--- src/rtl/ctrl_spi_pkg.sv ---
package ctrl_spi_pkg;
    localparam int          REG_W      = 8;
    localparam logic [6:0]  CHIP_ID    = 7'h04;
    localparam int          FRAME_BITS = 24;
    localparam int          HDR_BITS   = 16;
    localparam int          CLK_REG    = 0;  // master-clock control register
    localparam int          MCLK_BIT   = 0;  // master-clock enable
    localparam int          PORT_REG   = 2;  // serial data port register
    localparam int          MASTER_BIT = 0;  // 1 = port drives its clocks
endpackage

--- src/rtl/ctrl_spi_sync.sv ---
module ctrl_spi_sync #(
    parameter int WIDTH  = 4,
    parameter int STAGES = 2
) (
    input  logic             clk,
    input  logic             rst_n,
    input  logic [WIDTH-1:0] async_i,
    output logic [WIDTH-1:0] sync_o
);
    logic [WIDTH-1:0] stage_q [STAGES];

    generate
        for (genvar s = 0; s < STAGES; s++) begin : g_stage
            always_ff @(posedge clk or negedge rst_n) begin
                if (!rst_n) begin
                    stage_q[s] <= '0;
                end else if (s == 0) begin
                    stage_q[s] <= async_i;
                end else begin
                    stage_q[s] <= stage_q[(s == 0) ? 0 : s-1];
                end
            end
        end
    endgenerate

    assign sync_o = stage_q[STAGES-1];
endmodule

--- src/rtl/ctrl_spi_strap.sv ---
module ctrl_spi_strap #(
    parameter int BOOT_CYC = 4
) (
    input  logic clk,
    input  logic rst_n,
    input  logic din_s,
    input  logic sclk_s,
    input  logic lat_s,
    input  logic pad_s,
    output logic boot_pulse_o,
    output logic boot_done_o,
    output logic sa_now_o,
    output logic strap_now_o,
    output logic standalone_o
);
    localparam int CW = $clog2(BOOT_CYC + 1);

    typedef struct packed {
        logic [CW-1:0] cnt;
        logic          standalone;
    } strap_st_t;

    strap_st_t st_d, st_q;

    always_comb begin
        st_d         = st_q;
        boot_pulse_o = (st_q.cnt == CW'(BOOT_CYC - 1));
        sa_now_o     = !din_s && !sclk_s && !lat_s;
        strap_now_o  = pad_s;
        if (st_q.cnt != CW'(BOOT_CYC)) begin
            st_d.cnt = st_q.cnt + 1'b1;
        end
        if (boot_pulse_o) begin
            st_d.standalone = sa_now_o;
        end
    end

    always_ff @(posedge clk or negedge rst_n) begin
        if (!rst_n) st_q <= '0;
        else        st_q <= st_d;
    end

    assign boot_done_o  = (st_q.cnt == CW'(BOOT_CYC));
    assign standalone_o = st_q.standalone;
endmodule

--- src/rtl/ctrl_spi_frame.sv ---
module ctrl_spi_frame
    import ctrl_spi_pkg::*;
(
    input  logic             clk,
    input  logic             rst_n,
    input  logic             enable_i,
    input  logic             sclk_s,
    input  logic             lat_s,
    input  logic             din_s,
    input  logic [REG_W-1:0] rd_data_i,
    output logic [7:0]       rd_addr_o,
    output logic             wr_stb_o,
    output logic [7:0]       wr_addr_o,
    output logic [REG_W-1:0] wr_data_o,
    output logic             dout_o,
    output logic             oe_o
);
    typedef struct packed {
        logic                  sclk_p;
        logic                  lat_p;
        logic                  active;
        logic [FRAME_BITS-1:0] shift;
        logic [5:0]            bitcnt;
        logic                  tx_ld;
        logic                  rd_go;
        logic [REG_W-1:0]      tx;
        logic                  dout;
        logic                  oe;
        logic                  wr_stb;
        logic [7:0]            wr_addr;
        logic [REG_W-1:0]      wr_data;
    } frame_st_t;

    frame_st_t st_d, st_q;
    logic lat_fall, lat_rise, clk_rise, clk_fall;
    logic hdr_write_ok;

    always_comb begin
        st_d        = st_q;
        st_d.wr_stb = 1'b0;
        st_d.sclk_p = sclk_s;
        st_d.lat_p  = lat_s;

        lat_fall = st_q.lat_p && !lat_s;
        lat_rise = !st_q.lat_p && lat_s;
        clk_rise = !st_q.sclk_p && sclk_s;
        clk_fall = st_q.sclk_p && !sclk_s;

        hdr_write_ok = (st_q.bitcnt == 6'(FRAME_BITS))
                     && (st_q.shift[23:17] == CHIP_ID)
                     && !st_q.shift[16];

        if (!enable_i) begin
            st_d.active = 1'b0;
            st_d.oe     = 1'b0;
            st_d.rd_go  = 1'b0;
        end else if (lat_fall) begin
            st_d.active = 1'b1;
            st_d.bitcnt = '0;
            st_d.tx_ld  = 1'b0;
            st_d.rd_go  = 1'b0;
            st_d.oe     = 1'b0;
        end else if (st_q.active && lat_rise) begin
            st_d.active = 1'b0;
            st_d.oe     = 1'b0;
            st_d.rd_go  = 1'b0;
            if (hdr_write_ok) begin
                st_d.wr_stb  = 1'b1;
                st_d.wr_addr = st_q.shift[15:8];
                st_d.wr_data = st_q.shift[7:0];
            end
        end else if (st_q.active) begin
            if (clk_rise) begin
                st_d.shift = {st_q.shift[FRAME_BITS-2:0], din_s};
                if (st_q.bitcnt != 6'h3f) begin
                    st_d.bitcnt = st_q.bitcnt + 1'b1;
                end
            end
            // header complete: decide the read and fetch its data once
            if (st_q.bitcnt == 6'(HDR_BITS) && !st_q.tx_ld) begin
                st_d.tx_ld = 1'b1;
                st_d.rd_go = (st_q.shift[15:9] == CHIP_ID) && st_q.shift[8];
                st_d.tx    = rd_data_i;
            end
            if (clk_fall) begin
                if (st_q.rd_go && st_q.bitcnt >= 6'(HDR_BITS)
                    && st_q.bitcnt < 6'(FRAME_BITS)) begin
                    st_d.oe   = 1'b1;
                    st_d.dout = st_q.tx[REG_W-1];
                    st_d.tx   = {st_q.tx[REG_W-2:0], 1'b0};
                end else begin
                    st_d.oe = 1'b0;
                end
            end
        end
    end

    always_ff @(posedge clk or negedge rst_n) begin
        if (!rst_n) begin
            st_q        <= '0;
            st_q.sclk_p <= 1'b0;
            st_q.lat_p  <= 1'b1;
        end else begin
            st_q <= st_d;
        end
    end

    assign rd_addr_o = st_q.shift[7:0];
    assign wr_stb_o  = st_q.wr_stb;
    assign wr_addr_o = st_q.wr_addr;
    assign wr_data_o = st_q.wr_data;
    assign dout_o    = st_q.dout;
    assign oe_o      = st_q.oe;
endmodule

--- src/rtl/ctrl_spi_bank.sv ---
module ctrl_spi_bank
    import ctrl_spi_pkg::*;
#(
    parameter int                      NREGS   = 4,
    parameter logic [NREGS*REG_W-1:0]  RST_VAL = '0
) (
    input  logic                     clk,
    input  logic                     rst_n,
    input  logic                     boot_pulse_i,
    input  logic                     sa_now_i,
    input  logic                     strap_now_i,
    input  logic                     wr_stb_i,
    input  logic [7:0]               wr_addr_i,
    input  logic [REG_W-1:0]         wr_data_i,
    input  logic [7:0]               rd_addr_i,
    output logic [REG_W-1:0]         rd_data_o,
    output logic [NREGS*REG_W-1:0]   regs_o
);
    localparam int AW = (NREGS > 1) ? $clog2(NREGS) : 1;

    typedef struct packed {
        logic [NREGS-1:0][REG_W-1:0] regs;
    } bank_st_t;

    bank_st_t st_d, st_q;

    always_comb begin
        st_d = st_q;
        if (boot_pulse_i && sa_now_i) begin
            st_d.regs                       = RST_VAL;
            st_d.regs[CLK_REG][MCLK_BIT]    = 1'b1;
            st_d.regs[PORT_REG][MASTER_BIT] = strap_now_i;
        end else if (wr_stb_i && (wr_addr_i < 8'(NREGS))) begin
            st_d.regs[wr_addr_i[AW-1:0]] = wr_data_i;
        end
    end

    always_ff @(posedge clk or negedge rst_n) begin
        if (!rst_n) st_q.regs <= RST_VAL;
        else        st_q      <= st_d;
    end

    always_comb begin
        rd_data_o = '0;
        if (rd_addr_i < 8'(NREGS)) begin
            rd_data_o = st_q.regs[rd_addr_i[AW-1:0]];
        end
    end

    generate
        for (genvar r = 0; r < NREGS; r++) begin : g_out
            assign regs_o[r*REG_W +: REG_W] = st_q.regs[r];
        end
    endgenerate
endmodule

--- src/rtl/ctrl_spi_regport.sv ---
module ctrl_spi_regport
    import ctrl_spi_pkg::*;
#(
    parameter int                      NREGS       = 4,
    parameter int                      SYNC_STAGES = 2,
    parameter logic [NREGS*REG_W-1:0]  RST_VAL     = 32'h1000_0000
) (
    input  logic                   clk,
    input  logic                   rst_n,
    input  logic                   ser_latch_n,
    input  logic                   ser_clk,
    input  logic                   ser_din,
    input  logic                   ser_dout_pad,
    output logic                   ser_dout,
    output logic                   ser_dout_oe,
    output logic [NREGS*REG_W-1:0] regs_o,
    output logic                   standalone_o
);
    localparam int BOOT_CYC = SYNC_STAGES + 2;

    logic [3:0]       sync_q;
    logic             lat_s, sclk_s, din_s, pad_s;
    logic             boot_pulse, boot_done, sa_now, strap_now;
    logic             wr_stb;
    logic [7:0]       wr_addr, rd_addr;
    logic [REG_W-1:0] wr_data, rd_data;

    ctrl_spi_sync #(.WIDTH(4), .STAGES(SYNC_STAGES)) u_sync (
        .clk     (clk),
        .rst_n   (rst_n),
        .async_i ({ser_dout_pad, ser_din, ser_clk, ser_latch_n}),
        .sync_o  (sync_q)
    );
    assign {pad_s, din_s, sclk_s, lat_s} = sync_q;

    ctrl_spi_strap #(.BOOT_CYC(BOOT_CYC)) u_strap (
        .clk          (clk),
        .rst_n        (rst_n),
        .din_s        (din_s),
        .sclk_s       (sclk_s),
        .lat_s        (lat_s),
        .pad_s        (pad_s),
        .boot_pulse_o (boot_pulse),
        .boot_done_o  (boot_done),
        .sa_now_o     (sa_now),
        .strap_now_o  (strap_now),
        .standalone_o (standalone_o)
    );

    ctrl_spi_frame u_frame (
        .clk       (clk),
        .rst_n     (rst_n),
        .enable_i  (boot_done && !standalone_o),
        .sclk_s    (sclk_s),
        .lat_s     (lat_s),
        .din_s     (din_s),
        .rd_data_i (rd_data),
        .rd_addr_o (rd_addr),
        .wr_stb_o  (wr_stb),
        .wr_addr_o (wr_addr),
        .wr_data_o (wr_data),
        .dout_o    (ser_dout),
        .oe_o      (ser_dout_oe)
    );

    ctrl_spi_bank #(.NREGS(NREGS), .RST_VAL(RST_VAL)) u_bank (
        .clk          (clk),
        .rst_n        (rst_n),
        .boot_pulse_i (boot_pulse),
        .sa_now_i     (sa_now),
        .strap_now_i  (strap_now),
        .wr_stb_i     (wr_stb),
        .wr_addr_i    (wr_addr),
        .wr_data_i    (wr_data),
        .rd_addr_i    (rd_addr),
        .rd_data_o    (rd_data),
        .regs_o       (regs_o)
    );
endmodule

--- config.mk ---
export PLATFORM = sky130hd
export DESIGN_NAME = ctrl_spi_regport
export DESIGN_NICKNAME = d
export VERILOG_FILES = /design/src/rtl/ctrl_spi_pkg.sv /design/src/rtl/ctrl_spi_sync.sv /design/src/rtl/ctrl_spi_strap.sv /design/src/rtl/ctrl_spi_frame.sv /design/src/rtl/ctrl_spi_bank.sv /design/src/rtl/ctrl_spi_regport.sv
export SDC_FILE = /design/constraint.sdc
export NUM_CORES = 1
export LEC_CHECK = 0
export BUFFER_PORTS_ARGS = -buffer_cell sky130_fd_sc_hd__buf_4
export CAP_MARGIN = 20
export CORE_MARGIN = 1
export CORE_UTILIZATION = 53
export DETAILED_ROUTE_END_ITERATION = 16
export PLACE_DENSITY = 0.71
export SYNTH_ARGS = -nofsm -noshare
export SYNTH_HDL_FRONTEND = slang
export SYNTH_SLANG_ARGS = --single-unit
--- constraint.sdc ---
create_clock -name clk -period 3.1 [get_ports clk]
set_input_delay 0.31 -clock clk [delete_from_list [all_inputs] [get_ports clk]]
set_output_delay 0.31 -clock clk [all_outputs]
set_load 0.01 [all_outputs]
==> impl_results.md, run 1 <==
- Final Cycle Share: 76.2%
- RSZ-0062 raised after global routing: false
- Pin count of the biggest net entering global routing: 61
- Seq cells post-synth: 106
- H-tree levels: 3
- Fillers: 659
- Fin. Hold Viols: 0
- Setup violators final: 0
- Sequential share of the synthesized area: 57.1%
- Hold WC Path Type: primary input to async pin
- YS warnings: 0
- Leak pwr: 2.71 nW
- Setup CP Type: flip-flop to flip-flop
- First-pass GRT wire length: 15100 um
- Synth-to-Final Area Change: 13.1%
- 1st-pass router iterations: 4
- Fin cells: 496
- Clock Skews: 10.2 ps
- Multi-input gate area: 1870 um2
- Worst EP arrival: 2630 ps
- Reg2Reg Capture Point: u_frame.st_q[19]
- IO buf count: 40
- Fin. max-slew vios: 0
- CP Capture Type: flip-flop
- Post-synth EDFFs: 0
- Netlist Area Pre-Place: 4650 um2
- Vias in the first global route: 2820
- Clock Tree Root: clkbuf_8
- Slew headroom: 39.8%
- Status: finished clean
- CTS tree: built
- Post-DP HPWL: 6380 um
- Longest Clk Path Bufs: 2
- Cell Rows: 33
- R2R Setup Slk: 740 ps
- Max Clock Freq: 0.423 GHz
- Grt total ovfl: 0
- WL/cell: 18.5 um
- Max-cap violations: 0
- Total power: 2.65 mW
- Die footprint: 9160 um2
- Core box area: 8340 um2
- Layout cell share with drive strength beyond 1: 30.9%
- Most frequent cells in the layout: dfrtp_1, buf_4, nor2_1, mux2i_1, mux2_2
- Tot GR Track Use: 22.5%
- Worst vdd ir: 319 uV
- Gate Count Post-Synth: 347
- Final setup TNS: 0 ps
- Number of nets in the final layout: 397
- Die width: 95.7 um
- Final Util: 63.1%
- Inserted Clock Buffers: 9
- Total routed wirelength: 9190 um
- Max FO, Critical Path: 17
- Syn avg cell area: 13.4 um2
- Cells on worst reg2reg path: 6
- Residual DRC: 0
- Crit path time final: 2360 ps
- Boundary Pins: 41
- Initial Utilization: 55.8%
- Worst Setup Start Kind: flip-flop
- Clk Latency, worst-skew pair: 370 ps
- Top_reg_cell synth: dfrtp_1
- Crit Reg-Reg Startpoint: u_strap.st_q[1]
- Gpl congestion: 0.798
- Die Y-Extent: 95.7 um
- Antenna violations before repair: 0
- Post-DRT Antenna Nets: 0
- Placed cell count: 480
- Worst-path clk slew: 100 ps
- Post_cts resized: 0
- Inserted Diodes: 0
- Yosys cell types: 47
- Seq. cell area: 2660 um2
- First DRT Iteration DRCs: 126
- Pwr dens: 504 nW/um2
- Hold buffer count at cts: 0
- Vias per Instance: 5.74
- CTS Sinks: 106
- Via count: 2846
- Number of setup buffers added after CTS: 0
- Commonest non-fill, non-tap cell in the layout: dfrtp_1
- Worst path required time: 3370 ps
- Post-synth net total: 358
- Actual slew at the worst max-slew pin: 899 ps
- Post-synth ARST share: 100%
==> power by group <==
| part | switching [mW] | internal [mW] | leakage, nW | total, mW |
|---|---|---|---|---|
| registers | 0.0823 | 1.42 | 1.44 | 1.50 |
| logic | 0.0904 | 0.0911 | 1.15 | 0.181 |
| clock network | 0.494 | 0.471 | 0.117 | 0.965 |
| total | 0.667 | 1.98 | 2.71 | 2.65 |
==> worst max path at each step <==
stage                                      end             from
after global routing          u_frame.st_q[19]  u_strap.st_q[1]
after floorplan           u_frame.rd_addr_o[4]  u_strap.st_q[1]
final                         u_frame.st_q[19]  u_strap.st_q[1]
after CTS                     u_frame.st_q[19]  u_strap.st_q[1]
after detailed placement      u_frame.st_q[19]  u_strap.st_q[1]
after global placement        u_frame.st_q[19]  u_strap.st_q[1]
==> synth_stat cells, types with 3 or more instances <==
cell type / instances / area, um2
nand3_1: 4 / 20.0
clkbuf_1: 6 / 22.5
a31oi_1: 7 / 43.8
nor3_1: 4 / 20.0
or3_1: 3 / 18.8
inv_1: 8 / 30.0
mux4_2: 8 / 180
a21oi_1: 10 / 50.1
mux2i_1: 32 / 320
o2bb2ai_1: 7 / 61.3
dfrtp_1: 104 / 2600
and3_1: 7 / 43.8
nor2_1: 33 / 124
mux2_2: 31 / 349
mux2_4: 10 / 150
buf_4: 3 / 22.5
ha_1: 5 / 62.6
buf_2: 5 / 25.0
nor4b_1: 5 / 43.8
nand2_1: 9 / 33.8
nor2b_1: 3 / 18.8
o21ai_0: 13 / 65.1
==> kinds of logic (layout without fill, tap and decap cells) <==
| group | count (synthesis) | in the layout | share of synthesized area, % |
|---|---|---|---|
| buf+inv | 24 | 68 | 2.82 |
| flops | 106 | 106 | 57.1 |
| mux | 81 | 81 | 21.5 |
| fa+ha+maj | 5 | 5 | 1.34 |
| simple gates | 86 | 86 | 11.1 |
| compound gates | 43 | 43 | 5.84 |
| xor+xnor | 2 | 2 | 0.377 |
==> per-layer routing <==
layer | share of wire, % | wire length, um | track usage [%] | vias up
met5 | 0 | 0 | 0 | -
met4 | 0.95 | 87 | 4.85 | 0
met3 | 3.5 | 319 | 5.53 | 8
met2 | 47 | 4280 | 33.6 | 41
met1 | 49 | 4500 | 33.5 | 1463
li1 | - | - | - | 1334
==> state kept, by name, indices dropped and copies added, names as in the netlist <==
signal                count
u_frame.wr_stb_o          1
u_frame.rd_addr_o         8
u_strap.st_q              3
u_frame.dout_o            1
u_frame.oe_o              1
u_frame.st_q             35
u_strap.standalone_o      1
u_sync.stage_q            4
u_bank.regs_o            32
u_sync.sync_o             4
u_frame.wr_addr_o         8
u_frame.wr_data_o         8
==> critical path: stages (launching register included) <==
cell,delay [ps]
dfrtp_1,400
inv_1,90
ha_1,210
nand4b_4,180
nor3_2,790
o21ai_2,280
a22o_1,310
==> final cells by class <==
type / instances / share of cell area [%]
Timing Repair Buffer: 44 / 6.51
Multi-Input combinational cell: 217 / 35.6
Clock inverter: 7 / 2.02
Tap cell: 105 / 2.50
Inverter: 8 / 0.571
Clock buffer: 9 / 2.35
Sequential cell: 106 / 50.5
==> metrics by stage <==
stage	hold slack (ps)	cell area (um2)	setup WS, ps
finish	12.1	5260	737
CTS	27.5	5260	761
detailed placement	336	5030	788
global route	13.2	5260	529
global placement	332	5030	836
floorplan	14.4	4650	1190
No activity file was read; power rests on OpenSTA's default activity.
==> inputs of run 2 (changes only) <==
- ABC_AREA: unset -> 1
- clock period: 3.1 -> 2.5 ns (I/O delays scaled with it)
==> run 2 against run 1 <==
  * Largest power group unchanged
  * Register-to-register slack worse by 200 ps
  * Combinational power rose to 3.3 times the previous value
  * Via count up 36%
  * Routed wire length up 9.7%
  * Synthesized area up 3.9%
  * Maximum frequency up 20%
  * Critical endpoint is now u_frame.rd_addr_o[4]
  * Cell count up 49%
  * Synthesized cell count up 67%
  * Flip-flop and latch count unchanged
  * Clock power up 15%
==> impl_results.md, run 2 <==
- 1st-pass router iterations: 5
- Post-DRT Antenna Nets: 0
- Fin. Hold Viols: 0
- Syn avg cell area: 8.32 um2
- Top post-synthesis cells by area: dfrtp_1, nand2_1, inv_1
- Boundary Pins: 41
- Pin count of the biggest net entering global routing: 60
- IO buf count: 40
- Most common cell in the netlist: nand2_1
- Clk Latency, worst-skew pair: 390 ps
- Post-synth ARST share: 100%
- Initial Utilization: 55.2%
- Most frequent cells in the layout: nand2_1, dfrtp_1, inv_1, nand3_1, buf_4
- Grt total ovfl: 0
- Max-cap violations: 0
- Post-DP HPWL: 7090 um
- Vias in the first global route: 3667
- Status: finished clean
- Final Util: 62.5%
- Largest register FFs: 35
- Largest Register: u_frame.st_q
- Top_reg_cell synth: dfrtp_1
- Clock Tree Root: clkbuf_8
- Slowest-stage cell, CP: dfrtp_1
- Longest Clk Path Bufs: 2
- CP peak stage delay: 420 ps
- Total power: 3.56 mW
- Final setup TNS: 0 ps
- Gpl congestion: 0.864
- Die Y-Extent: 97.5 um
- YS warnings: 0
- Dpl cell area: 5220 um2
- Leak pwr: 2.77 nW
- CTS tree: built
- CTS Sinks: 106
- Vias per Instance: 5.24
- CP Capture Type: flip-flop
- Crit path time final: 1960 ps
- Cell Rows: 34
- Layout cell share with drive strength beyond 1: 12.9%
- Fin. max-slew vios: 0
- Synth-to-Final Area Change: 13.4%
- Final Cycle Share: 78.6%
- H-tree levels: 3
- Core box area: 8760 um2
- Worst Setup Start Kind: flip-flop
- Crit path cell chain: inv_1 > ha_1 > nand2_2 > nor2_4 > nand2_2 > nor2_4 > nand3_2 > buf_4 > nand2_1 > o21ai_0
- Residual DRC: 0
- Max FO, Critical Path: 48
- Worst EP arrival: 2220 ps
- Die footprint: 9510 um2
- Hold WC Path Type: flip-flop to flip-flop
- Synth area leader: dfrtp_1
- Netlist Area Pre-Place: 4830 um2
- Antenna violations before repair: 0
- First-pass GRT wire length: 17500 um
- Sequential share of the synthesized area: 54.9%
- Inserted Diodes: 0
- Die width: 97.5 um
- Yosys cell types: 28
- Actual slew at the worst max-slew pin: 613 ps
- Worst path required time: 2750 ps
- WL/cell: 13.7 um
- Finished Cell Area: 5480 um2
- Post-synth net total: 592
- Commonest cells in the netlist: nand2_1, dfrtp_1, inv_1
- Seq cells post-synth: 106
- Setup CP Type: flip-flop to flip-flop
- CP top delay family: simple AND/OR/NAND/NOR gates
- Gate Count Post-Synth: 581
- Setup violators final: 0
- Number of nets in the final layout: 636
- Tot GR Track Use: 23.1%
- Post-synth EDFFs: 0
- Max Clock Freq: 0.509 GHz
- Slew headroom: 59.2%
- Clock Skews: 15.0 ps
- Worst-path clk slew: 110 ps
- Commonest non-fill, non-tap cell in the layout: nand2_1
- Post_cts resized: 0
- Top-area cell type share of the netlist area: 53.8%
- WP buf/inv: 2
- Pwr dens: 650 nW/um2
- Worst vdd ir: 393 uV
- RSZ-0062 raised after global routing: false
- First DRT Iteration DRCs: 251
- Inserted Clock Buffers: 9
- Total routed wirelength: 10100 um
- Via count: 3864
==> run 2: stage by stage <==
step / hold WS [ps] / setup WS (ps) / cells
CTS: 363 / 526 / 738
floorplan: -45.6 / 931 / 581
finish: 361 / 536 / 738
detailed placement: 296 / 538 / 717
global route: 372 / 345 / 738
global placement: 290 / 660 / 717
==> run 2: cell type report <==
class	count	area, um2
fill	748	3280
timing repair buffer	51	408
clock inverter	7	87.6
inverter	86	323
multi-input combinational	371	1750
clock buffer	9	124
sequential	106	2660
tap	108	135
==> run 2: final timing paths <==
check / slack [ps] / cells past startpoint / endpoint / from
hold / removal: 360 / 0 / u_sync.sync_o[0] / u_sync.stage_q[4]
setup / recovery: 540 / 10 / u_frame.rd_addr_o[4] / u_strap.st_q[1]
setup reg to reg: 540 / 10 / u_frame.rd_addr_o[4] / u_strap.st_q[1]
hold reg to reg: 360 / 0 / u_sync.sync_o[0] / u_sync.stage_q[4]
max in group asynchronous: 1330 / 3 / u_bank.regs_o[28] / rst_n
min in group asynchronous: 410 / 2 / u_bank.regs_o[13] / rst_n
==> run 2: cells by family (layout without fill, tap and decap cells) <==
logic type / count (synthesis) / after routing / share of synthesized area, %
adders and majority gates: 5 / 5 / 1.29
DFF: 106 / 106 / 54.9
xor gates and xnor gates: 2 / 2 / 0.362
AOI/OAI and AO/OA: 83 / 83 / 9.40
and+or+nand+nor: 281 / 281 / 25.1
buffers and inverters: 104 / 153 / 8.93
==> run 2: where the power goes <==
group	switching (mW)	internal (mW)	leakage [nW]	total, mW
combinational	0.414	0.181	1.23	0.594
clock	0.630	0.482	0.104	1.11
sequential	0.0785	1.78	1.44	1.86
total	1.12	2.44	2.77	3.56
==> run 2: worst register-to-register path, stage by stage (launching register included) <==
cell,delay [ps]
dfrtp_1,420
inv_1,70
ha_1,160
nand2_2,120
nor2_4,130
nand2_2,80
nor2_4,300
nand3_2,90
buf_4,280
nand2_1,100
o21ai_0,80
==> run 2: timing repair <==
action,CTS,global route
buffers inserted,0,0
endpoints found under the hold margin,51,0
hold buffers,5,0
==> run 2: metal layers <==
metal / vias up / GRT usage, % / share of wire [%]
li1: 1934 / - / -
met4: 0 / 9.39 / 2.9
met2: 125 / 33.9 / 45
met3: 24 / 5.54 / 5.3
met1: 1781 / 33.2 / 47
met5: - / 0 / 0
